File: config.mk
export PLATFORM = sky130hd
export DESIGN_NAME = period_timer
export DESIGN_NICKNAME = d
export VERILOG_FILES = /design/src/rtl/period_timer.sv
export SDC_FILE = /design/constraint.sdc
export NUM_CORES = 1
export LEC_CHECK = 0
export ABC_AREA = 1
export ABC_CLOCK_PERIOD_IN_PS = 1550
export BUFFER_PORTS_ARGS = -buffer_cell sky130_fd_sc_hd__buf_2
export CAP_MARGIN = 40
export CORE_UTILIZATION = 33
export CTS_BUF_LIST = sky130_fd_sc_hd__clkbuf_16
export DETAILED_ROUTE_END_ITERATION = 6
export GPL_ROUTABILITY_DRIVEN = 0
export PLACE_DENSITY = 0.51
export SLEW_MARGIN = 20
export SYNTH_ARGS = -nofsm -noshare
export SYNTH_HDL_FRONTEND = slang
export SYNTH_SLANG_ARGS = --single-unit
File: constraint.sdc
create_clock -name clk -period 1.55 [get_ports clk]
set_input_delay 0.31 -clock clk [delete_from_list [all_inputs] [get_ports clk]]
set_output_delay 0.31 -clock clk [all_outputs]
set_load 0.005 [all_outputs]
File: src/rtl/period_timer.sv
module period_timer #(
  parameter int WIDTH = 16,
  parameter int PRE_W = 8
) (
  input  logic             clk,
  input  logic             rst_n,
  input  logic             ext_cnt_i,
  input  logic             wr_en_i,
  input  logic [1:0]       wr_addr_i,
  input  logic [WIDTH-1:0] wr_data_i,
  output logic [WIDTH-1:0] count_o,
  output logic             match_o,
  output logic             flag_o
);
  localparam logic [1:0] A_CTRL = 2'd0;
  localparam logic [1:0] A_CNT  = 2'd1;
  localparam logic [1:0] A_PER  = 2'd2;
  localparam logic [1:0] A_CLR  = 2'd3;

  logic             run_q, ext_sel_q;
  logic [1:0]       psel_q;
  logic [WIDTH-1:0] cnt_q, per_q;
  logic             flag_q, half_q;
  logic [2:0]       sync_q;
  logic [PRE_W-1:0] pre_q, pre_lim;

  wire ctrl_wr = wr_en_i && (wr_addr_i == A_CTRL);
  wire cnt_wr  = wr_en_i && (wr_addr_i == A_CNT);
  wire per_wr  = wr_en_i && (wr_addr_i == A_PER);
  wire clr_wr  = wr_en_i && (wr_addr_i == A_CLR);
  wire restart = ctrl_wr || cnt_wr;

  wire ext_rise = sync_q[1] & ~sync_q[2];
  wire src_tick = ext_sel_q ? ext_rise : half_q;
  wire tick     = run_q && src_tick && (pre_q == pre_lim);
  wire match    = (cnt_q == per_q);

  always_comb begin
    case (psel_q)
      2'd0:    pre_lim = PRE_W'(0);
      2'd1:    pre_lim = PRE_W'(7);
      2'd2:    pre_lim = PRE_W'(63);
      default: pre_lim = PRE_W'(255);
    endcase
  end

  always_ff @(posedge clk or negedge rst_n) begin
    if (!rst_n) begin
      run_q     <= 1'b0;
      ext_sel_q <= 1'b0;
      psel_q    <= 2'd0;
      per_q     <= '1;
    end else begin
      if (ctrl_wr) begin
        run_q     <= wr_data_i[0];
        ext_sel_q <= wr_data_i[1];
        psel_q    <= wr_data_i[3:2];
      end
      if (per_wr) per_q <= wr_data_i;
    end
  end

  always_ff @(posedge clk or negedge rst_n) begin
    if (!rst_n) begin
      sync_q <= '0;
      half_q <= 1'b0;
      pre_q  <= '0;
    end else begin
      sync_q <= {sync_q[1:0], ext_cnt_i};
      if (restart) begin
        half_q <= 1'b0;
        pre_q  <= '0;
      end else if (run_q) begin
        half_q <= ~half_q;
        if (src_tick) pre_q <= (pre_q == pre_lim) ? '0 : pre_q + 1'b1;
      end
    end
  end

  always_ff @(posedge clk or negedge rst_n) begin
    if (!rst_n) begin
      cnt_q  <= '0;
      flag_q <= 1'b0;
    end else begin
      if (cnt_wr)    cnt_q <= wr_data_i;
      else if (tick) cnt_q <= match ? '0 : cnt_q + 1'b1;
      if (match)       flag_q <= 1'b1;
      else if (clr_wr) flag_q <= 1'b0;
    end
  end

  assign count_o = cnt_q;
  assign match_o = match;
  assign flag_o  = flag_q;
endmodule

Word-level counts from Yosys, hierarchy flattened
Index checks and enable logic that the tools add are counted.

operators by class
  $add $sub $neg = 2
  eq/ne operators = 7
  mux-type cells = 13
  bitwise logic cells = 3
  reductions and logical operators = 14

operator list
  cell                   count
  $mux 16                3
  $mux 8                 4
  $pmux 8 s3             1
  $add 16x1->16 const B  1
  $eq 16x16->1           1
  $add 8x1->8 const B    1
  $eq 8x8->1             1
  $reduce_bool 2->1      4
  $eq 2x2->1 const B     3
  $logic_and 1x1->1      6
  $mux 1                 5
  $eq 2x1->1 const B     2
  $logic_not 2->1        2
  $not 1->1              2
  $reduce_and 2->1       1
  $and 1x1->1            1
  $logic_or 1x1->1       1

storage, ports and cells
  register bits after elaboration = 49
  word-level logic and storage cells = 48

Longest topological paths before layout
Gate-level depths: netlist (run 1).

  depth in word-level cells = 7
  depth in mapped cells = 11
  mapped depth without buffers = 11

Worst setup path after synthesis (run 1)
No wires, ideal clock.

  path kind = reg2out
  from = register per_q[8]
  to = output port match_o
  arrival = 1208 ps
  data required time = 1240 ps
  setup slack = 32 ps
  stages on the path, launching flop included = 10
  path through = dfstp_2 > inv_1 > nand2_1 > nand2_1 > nor2_1 > nand2_1 > nor2_2 > nand2_2 > buf_6 > inv_1

on the way
  cells in the longest elaborated chain, start to end = 1

RTL lines
  what                    line  text
  start, declared         22    logic [WIDTH-1:0] cnt_q, per_q;
  start signal, assigned  59    if (per_wr) per_q <= wr_data_i;
  $eq 16x16->1            36    wire match = (cnt_q == per_q);
  end, declared           12    output logic match_o,

Every way passes these cells.

Final worst setup path (run 1)
  from = register per_q[4]
  to = output port match_o

Same word-level chain as after synthesis.

==> flow_results.xml, run 1 <==
<?xml version="1.0" encoding="UTF-8"?>
<metrics>
  <group name="clock_network">
    <metric name="cts_tree" unit="">yes</metric>
    <metric name="clock_sink_count" unit="">49</metric>
    <metric name="cts.path.max_buffers" unit="">2</metric>
    <metric name="tritoncts.num_buffers" unit="">5</metric>
    <metric name="worstSkewPairLatency" unit="ps">290</metric>
    <metric name="clock_tree.htree_level_count" unit="">2</metric>
    <metric name="root_buffer" unit="">clkbuf_16</metric>
    <metric name="post_cts_clock_slew_at_the_launch_and_capture_registers_of_the_worst_setup_and_hold_paths" unit="ps">70</metric>
  </group>
  <group name="drt">
    <metric name="routed_wire_length" unit="um">7880</metric>
    <metric name="post_drt_via_cell_ratio" unit="">4.65</metric>
    <metric name="routedWlPerCell" unit="um">12.6</metric>
    <metric name="routed-via-count" unit="">2900</metric>
    <metric name="drt_drc_violations_left" unit="">0</metric>
    <metric name="route.antenna.remaining_nets" unit="">0</metric>
    <metric name="firstDrtPassIters" unit="">5</metric>
    <metric name="first_drt_iteration_drcs" unit="">164</metric>
  </group>
  <group name="setup_path">
    <metric name="classification_of_the_worst_setup_path" unit="">flip-flop to output port</metric>
    <metric name="critPathRequiredTime" unit="ps">1240</metric>
    <metric name="worst-endpoint-arrival" unit="ps">1540</metric>
    <metric name="critical_path_sink_type" unit="">output port</metric>
    <metric name="rr_startpoint" unit="">per_q[4]$_DFFE_PN1P_</metric>
    <metric name="cell_count_of_the_worst_reg_to_reg_path" unit="">11</metric>
    <metric name="worstPathCellList" unit="">inv_1, nand2_1, nand2_1, nor2_2, nand2_2, nor2_2, nand2_2, inv_2, buf_6</metric>
    <metric name="startpoint_type" unit="">flip-flop</metric>
    <metric name="startpoint" unit="">per_q[4]$_DFFE_PN1P_</metric>
    <metric name="crit_end" unit="">match_o</metric>
    <metric name="max_stage_delay" unit="ps">530</metric>
    <metric name="ff2ff_setup_slack" unit="ps">-140</metric>
    <metric name="crit_slowest_cell" unit="">dfstp_2</metric>
    <metric name="critPathMaxFanout" unit="">2</metric>
    <metric name="endpoint_of_the_most_critical_register_to_register_path" unit="">count_o[11]$_DFFE_PN0P_</metric>
  </group>
  <group name="final_layout">
    <metric name="multi_input_comb_area" unit="sq um">1560</metric>
    <metric name="area.sequential" unit="sq um">1250</metric>
    <metric name="diodes" unit="">0</metric>
    <metric name="area_growth" unit="%">33.3</metric>
    <metric name="finish.net_count" unit="">539</metric>
    <metric name="share_of_layout_cells_above_drive_strength_1" unit="%">34.3</metric>
    <metric name="nFillCells" unit="">922</metric>
  </group>
  <group name="place">
    <metric name="pre_cts_setup_slack" unit="ps">-72.0</metric>
    <metric name="hpwlAfterDp" unit="um">5680</metric>
    <metric name="io_buffer_count" unit="">39</metric>
  </group>
  <group name="global_routing">
    <metric name="grt_usage" unit="%">17.2</metric>
    <metric name="first_global_vias" unit="">2707</metric>
    <metric name="pin_count_of_the_biggest_net_entering_global_routing" unit="">50</metric>
    <metric name="grt_overflow" unit="">0</metric>
    <metric name="antenna_violations_before_repair" unit="">0</metric>
    <metric name="wire_length_of_the_first_global_routing_pass" unit="um">13200</metric>
  </group>
  <group name="yosys">
    <metric name="synthesis.area" unit="sq um">3000</metric>
    <metric name="mappedNetlistNets" unit="">446</metric>
    <metric name="yosys_warnings" unit="">0</metric>
    <metric name="number_of_flops_mapped_to_enable_cells_by_yosys" unit="">0</metric>
    <metric name="ys_ff_latch" unit="">49</metric>
    <metric name="proportion_of_register_bits_with_asynchronous_set_or_reset_after_synthesis" unit="%">100</metric>
    <metric name="seq_area_frac_synth" unit="%">41.5</metric>
    <metric name="syn_avg_cell_area" unit="sq um">7.12</metric>
    <metric name="synthCells" unit="">422</metric>
    <metric name="synth.lib_cells_used.distinct" unit="">33</metric>
    <metric name="ys_dominant_reg_cell" unit="">dfrtp_1</metric>
  </group>
  <group name="pwr">
    <metric name="power.total" unit="uW">4580</metric>
    <metric name="power_density" unit="nW/um^2">1140</metric>
    <metric name="static_leakage" unit="uW">0.00212</metric>
    <metric name="maximum_vdd_ir_drop" unit="uV">452</metric>
  </group>
  <group name="timing">
    <metric name="final-max-slew-violation-count" unit="">0</metric>
    <metric name="fin_ws" unit="ps">-298</metric>
    <metric name="rsz_0062_raised_after_global_routing" unit="">yes</metric>
    <metric name="final.setup_skew" unit="ps">4.50</metric>
    <metric name="slew_headroom" unit="%">80.4</metric>
    <metric name="timing.fmax" unit="MHz">541</metric>
    <metric name="finalSetupViolCount" unit="">17</metric>
    <metric name="final.period_utilization" unit="%">119</metric>
    <metric name="finalHoldViolations" unit="">10</metric>
    <metric name="finalCriticalPeriod" unit="ps">1850</metric>
    <metric name="finalHoldWorstSlack" unit="ps">-6.83</metric>
    <metric name="worst-slew-pin-transition" unit="ps">292</metric>
  </group>
  <group name="min_path">
    <metric name="min_path_type" unit="">input port to asynchronous set/reset pin</metric>
  </group>
  <group name="floorplan">
    <metric name="dieArea" unit="sq um">9490</metric>
    <metric name="floorplan.die.width" unit="um">97.4</metric>
    <metric name="chipHeight" unit="um">97.4</metric>
    <metric name="std_cell_rows" unit="">34</metric>
    <metric name="initial_cell_density_of_the_core" unit="%">34.3</metric>
    <metric name="design.core.area" unit="sq um">8760</metric>
    <metric name="ioPinCount" unit="">40</metric>
  </group>
  <group name="run_status">
    <metric name="run_status" unit="">finished with violations</metric>
    <metric name="violations_in_the_final_reports" unit="">hold timing, setup timing</metric>
  </group>
  <group name="job">
    <metric name="maxCapViolations" unit="">0</metric>
  </group>
</metrics>
## worst max-delay path: cells and delay by family (launching register included)
| kind | cells | cell delay, ps |
|---|---|---|
| and+or+nand+nor | 6 | 520 |
| buffers and inverters | 3 | 210 |
| DFF | 1 | 530 |
## per-layer routing
layer / GRT usage [%] / vias to the layer above / share of wire, %
met5: 0 / - / 0
met4: 3.96 / 0 / 0.72
met1: 25.0 / 1347 / 51
met3: 2.95 / 5 / 3.1
li1: - / 1506 / -
met2: 26.8 / 42 / 45
## cells in the mapped netlist, drive strengths merged (2+ instances only)
cell type    n  area share, %
nand2      155             20
inv         60            7.6
nor2        46            6.4
nand3       38            7.7
dfrtp       33             27
o21ai       20            4.0
dfstp       16             14
a21oi       15            2.5
nand4       11            2.8
xor2         9            2.6
buf          4            1.4
clkbuf       4           0.50
clkinv       2           0.25
ha           2           0.83
nor3         2           0.33
## stage by stage
| stage | area [sq um] | instances | setup TNS [ps] | util, % | hold slack, ps |
|---|---|---|---|---|---|
| after CTS | 3890 | 618 | -1840 | 44.4 | 7.80 |
| after floorplan | 3000 | 422 | 0 | - | 14.4 |
| final | 4010 | 624 | -1930 | 45.7 | -6.83 |
| after detailed placement | 3680 | 609 | -614 | 41.9 | 325 |
| after global routing | 4010 | 624 | -3550 | 45.7 | 29.9 |
| after global placement | 3680 | 609 | -314 | 41.9 | 326 |
## worst min-delay path by stage
stage / start / to / slack (ps) / cells past startpoint
4_1_cts: rst_n / sync_q[0]$_DFF_PN0_ / 8 / 2
5_1_grt: rst_n / sync_q[0]$_DFF_PN0_ / 30 / 2
3_3_place_gp: rst_n / sync_q[0]$_DFF_PN0_ / 330 / 2
6_report: rst_n / sync_q[0]$_DFF_PN0_ / -7 / 2
3_5_place_dp: rst_n / sync_q[0]$_DFF_PN0_ / 320 / 2
2_1_floorplan: rst_n / count_o[0]$_DFFE_PN0P_ / 10 / 0
## final cells by class
| class | count | share of cell area [%] |
|---|---|---|
| Inverter | 62 | 6.12 |
| Clock inverter | 3 | 0.531 |
| Multi-Input combinational cell | 303 | 38.8 |
| Sequential cell | 49 | 31.3 |
| Timing Repair Buffer | 93 | 16.5 |
| Clock buffer | 5 | 3.12 |
| Tap cell | 108 | 3.37 |
| Timing Repair inverter | 1 | 0.281 |
## flip-flops by register name, summed over array words and instances, names as in the netlist
name	flops
half_q	1
psel_q	2
sync_q	3
run_q	1
ext_sel_q	1
pre_q	8
count_o	16
flag_o	1
per_q	16
## cell usage in the layout, fill, tap and decap left out, types with 3 or more instances in the layout
master     count
a21oi_1       15
buf_12         3
buf_2         38
buf_4         47
buf_6          5
clkbuf_16      5
dfrtp_1       28
dfrtp_2        5
dfstp_2       16
inv_1         48
inv_2         11
nand2_1      140
nand2_2       12
nand3_1       25
nand3_2       11
nand4_1       10
nor2_1        36
nor2_2         7
nor2_4         3
o21ai_0       16
xor2_1         9
## power by group
part           internal (uW)  switching [uW]  leakage, uW
logic                    780             862      0.00147
registers               1570             252     0.000583
clock network            602             519    0.0000702
## timing repair
item | in CTS | in global routing
pin swaps | 10 | 11
hold buffers | 0 | 0
buffers inserted | 7 | 5
gates resized for setup | 15 | 26
cloned | 0 | 1
endpoints found under the setup margin | 18 | 21
## kinds of logic after synthesis
| kind of cell | synth area share (%) |
|---|---|
| and+or+nand+nor | 38.2 |
| buffers and inverters | 9.70 |
| DFF | 41.5 |
| AOI/OAI and AO/OA | 7.21 |
| xor gates and xnor gates | 2.62 |
| adders and majority gates | 0.833 |
(Power assumes the default switching activity.)
==> run 2, diff against run 1 <==
- GPL_ROUTABILITY_DRIVEN: 0 -> not set
- SKIP_CTS_REPAIR_TIMING: not set -> 1
==> run 2 against run 1 <==
Compared with the run above: the flow still finishes with violations (hold timing, setup timing); utilization down 0.20 points; sequential power about the same; global-route usage up 0.32 points; clock skew up 3.4 ps; clock power down 4%; maximum frequency up 0.57%; design area down 0.44%; critical endpoint unchanged; largest power group unchanged.
==> flow_results.xml, run 2 (same netlist as run 1, synthesis figures left out) <==
<?xml version="1.0" encoding="UTF-8"?>
<metrics>
  <group name="drt">
    <metric name="routed-via-count" unit="">2855</metric>
    <metric name="post_drt_via_cell_ratio" unit="">4.61</metric>
    <metric name="firstDrtPassIters" unit="">4</metric>
    <metric name="first_drt_iteration_drcs" unit="">127</metric>
    <metric name="routed_wire_length" unit="um">7860</metric>
    <metric name="routedWlPerCell" unit="um">12.7</metric>
    <metric name="route.antenna.remaining_nets" unit="">0</metric>
    <metric name="drt_drc_violations_left" unit="">0</metric>
  </group>
  <group name="clock_network">
    <metric name="clock_tree.htree_level_count" unit="">2</metric>
    <metric name="worstSkewPairLatency" unit="ps">290</metric>
    <metric name="cts_tree" unit="">yes</metric>
    <metric name="cts.path.max_buffers" unit="">2</metric>
    <metric name="root_buffer" unit="">clkbuf_16</metric>
    <metric name="post_cts_clock_slew_at_the_launch_and_capture_registers_of_the_worst_setup_and_hold_paths" unit="ps">60</metric>
    <metric name="clock_sink_count" unit="">49</metric>
    <metric name="tritoncts.num_buffers" unit="">5</metric>
  </group>
  <group name="run_status">
    <metric name="run_status" unit="">finished with violations</metric>
    <metric name="violations_in_the_final_reports" unit="">hold timing, setup timing</metric>
  </group>
  <group name="global_routing">
    <metric name="antenna_violations_before_repair" unit="">0</metric>
    <metric name="grt_overflow" unit="">0</metric>
    <metric name="wire_length_of_the_first_global_routing_pass" unit="um">13400</metric>
    <metric name="grt_usage" unit="%">17.6</metric>
    <metric name="first_global_vias" unit="">2753</metric>
    <metric name="pin_count_of_the_biggest_net_entering_global_routing" unit="">50</metric>
  </group>
  <group name="timing">
    <metric name="final-max-slew-violation-count" unit="">0</metric>
    <metric name="finalHoldViolations" unit="">2</metric>
    <metric name="finalHoldWorstSlack" unit="ps">-4.89</metric>
    <metric name="final.setup_skew" unit="ps">7.86</metric>
    <metric name="timing.fmax" unit="MHz">544</metric>
    <metric name="worst-slew-pin-transition" unit="ps">322</metric>
    <metric name="slew_headroom" unit="%">78.4</metric>
    <metric name="final.period_utilization" unit="%">119</metric>
    <metric name="finalCriticalPeriod" unit="ps">1840</metric>
    <metric name="finalSetupViolCount" unit="">15</metric>
    <metric name="final.setup.tns" unit="ps">-1750</metric>
    <metric name="rsz_0062_raised_after_global_routing" unit="">yes</metric>
    <metric name="fin_ws" unit="ps">-288</metric>
  </group>
  <group name="setup_path">
    <metric name="rr_startpoint" unit="">per_q[4]$_DFFE_PN1P_</metric>
    <metric name="max_stage_delay" unit="ps">530</metric>
    <metric name="worst-endpoint-arrival" unit="ps">1530</metric>
    <metric name="critPathRequiredTime" unit="ps">1240</metric>
    <metric name="cell_count_of_the_worst_reg_to_reg_path" unit="">13</metric>
    <metric name="classification_of_the_worst_setup_path" unit="">flip-flop to output port</metric>
    <metric name="ff2ff_setup_slack" unit="ps">-160</metric>
    <metric name="startpoint_type" unit="">flip-flop</metric>
    <metric name="cp_top_family" unit="">flip-flops</metric>
    <metric name="endpoint_of_the_most_critical_register_to_register_path" unit="">count_o[7]$_DFFE_PN0P_</metric>
    <metric name="crit_top_cell" unit="">nand2_1</metric>
    <metric name="worstPathBufferInverterCount" unit="">3</metric>
    <metric name="crit_slowest_cell" unit="">dfstp_2</metric>
    <metric name="critPathMaxFanout" unit="">3</metric>
    <metric name="worstPathCellList" unit="">inv_1, nand2_1, nand2_1, nor2_1, nand2_1, nor2_2, nand2_2, inv_2, buf_6</metric>
    <metric name="critical_path_sink_type" unit="">output port</metric>
  </group>
  <group name="floorplan">
    <metric name="design.core.area" unit="sq um">8760</metric>
    <metric name="chipHeight" unit="um">97.4</metric>
    <metric name="std_cell_rows" unit="">34</metric>
    <metric name="ioPinCount" unit="">40</metric>
    <metric name="dieArea" unit="sq um">9490</metric>
    <metric name="floorplan.die.width" unit="um">97.4</metric>
    <metric name="initial_cell_density_of_the_core" unit="%">34.3</metric>
  </group>
  <group name="final_layout">
    <metric name="multi_input_comb_area" unit="sq um">1580</metric>
    <metric name="share_of_layout_cells_above_drive_strength_1" unit="%">34.8</metric>
    <metric name="mostFrequentLayoutCells" unit="">138 x nand2_1, 49 x inv_1, 43 x buf_4, 38 x buf_2, 33 x nor2_1</metric>
    <metric name="diodes" unit="">0</metric>
    <metric name="finish.net_count" unit="">534</metric>
    <metric name="final_area" unit="sq um">3990</metric>
    <metric name="finalCoreUtilization" unit="%">45.5</metric>
    <metric name="area.sequential" unit="sq um">1250</metric>
    <metric name="nFillCells" unit="">907</metric>
    <metric name="layout_commonest_cell" unit="">nand2_1</metric>
    <metric name="area_growth" unit="%">32.7</metric>
  </group>
  <group name="job">
    <metric name="maxCapViolations" unit="">0</metric>
  </group>
  <group name="place">
    <metric name="hpwlAfterDp" unit="um">5670</metric>
    <metric name="place.gp.congestion" unit="">0.815</metric>
    <metric name="io_buffer_count" unit="">39</metric>
    <metric name="postPlaceCellArea" unit="sq um">3650</metric>
  </group>
  <group name="pwr">
    <metric name="power_density" unit="nW/um^2">1140</metric>
    <metric name="power.total" unit="uW">4530</metric>
    <metric name="static_leakage" unit="uW">0.00211</metric>
    <metric name="maximum_vdd_ir_drop" unit="uV">467</metric>
  </group>
  <group name="min_path">
    <metric name="min_path_type" unit="">input port to asynchronous set/reset pin</metric>
  </group>
</metrics>
-- run 2: cell types whose count changed in the layout (fill, tap and decap cells not counted), moves of 2 or more --
cell	delta
nor2_1	-3
nand3_2	-2
buf_4	-4
nand2_1	-2
nor2_2	+3
nand2_4	+2
-- run 2: routing by layer --
layer / GRT usage (%) / wire [um] / vias up
met3: 2.16 / 218 / 2
met4: 5.32 / 51 / 0
met2: 27.1 / 3530 / 41
li1: - / - / 1496
met1: 25.6 / 4060 / 1316
met5: 0 / 0 / -
-- run 2: worst max-delay path by stage --
stage                       startpoint  endpoint  depth (start not counted)
2_1_floorplan     per_q[8]$_DFFE_PN1P_   match_o                          9
3_3_place_gp      per_q[6]$_DFFE_PN1P_   match_o                          9
3_5_place_dp      per_q[6]$_DFFE_PN1P_   match_o                          9
4_1_cts           per_q[6]$_DFFE_PN1P_   match_o                          9
5_1_grt        count_o[14]$_DFFE_PN0P_   match_o                          9
6_report          per_q[4]$_DFFE_PN1P_   match_o                          9
-- run 2: where the power goes --
group | leakage [uW] | switching (uW) | total [uW] | internal (uW)
registers | 0.000584 | 255 | 1820 | 1570
clock network | 0.0000748 | 482 | 1070 | 588
logic | 0.00145 | 879 | 1640 | 765
total | 0.00211 | 1620 | 4530 | 2920
-- run 2: stage by stage --
step / instances / setup WS (ps) / hold slack, ps
floorplan: 422 / 32.4 / 14.4
global placement: 604 / -89.7 / 329
detailed placement: 604 / -107 / 328
CTS: 612 / -424 / 16.7
global route: 619 / -389 / 32.6
finish: 619 / -288 / -4.89
-- run 2: final cells by class --
| cell class | instances | share of cell area, % |
|---|---|---|
| Sequential cell | 49 | 31.4 |
| Multi-Input combinational cell | 303 | 39.7 |
| Timing Repair Buffer | 89 | 16.0 |
| Inverter | 62 | 6.02 |
| Clock buffer | 5 | 3.14 |
| Tap cell | 108 | 3.39 |
| Clock inverter | 3 | 0.345 |
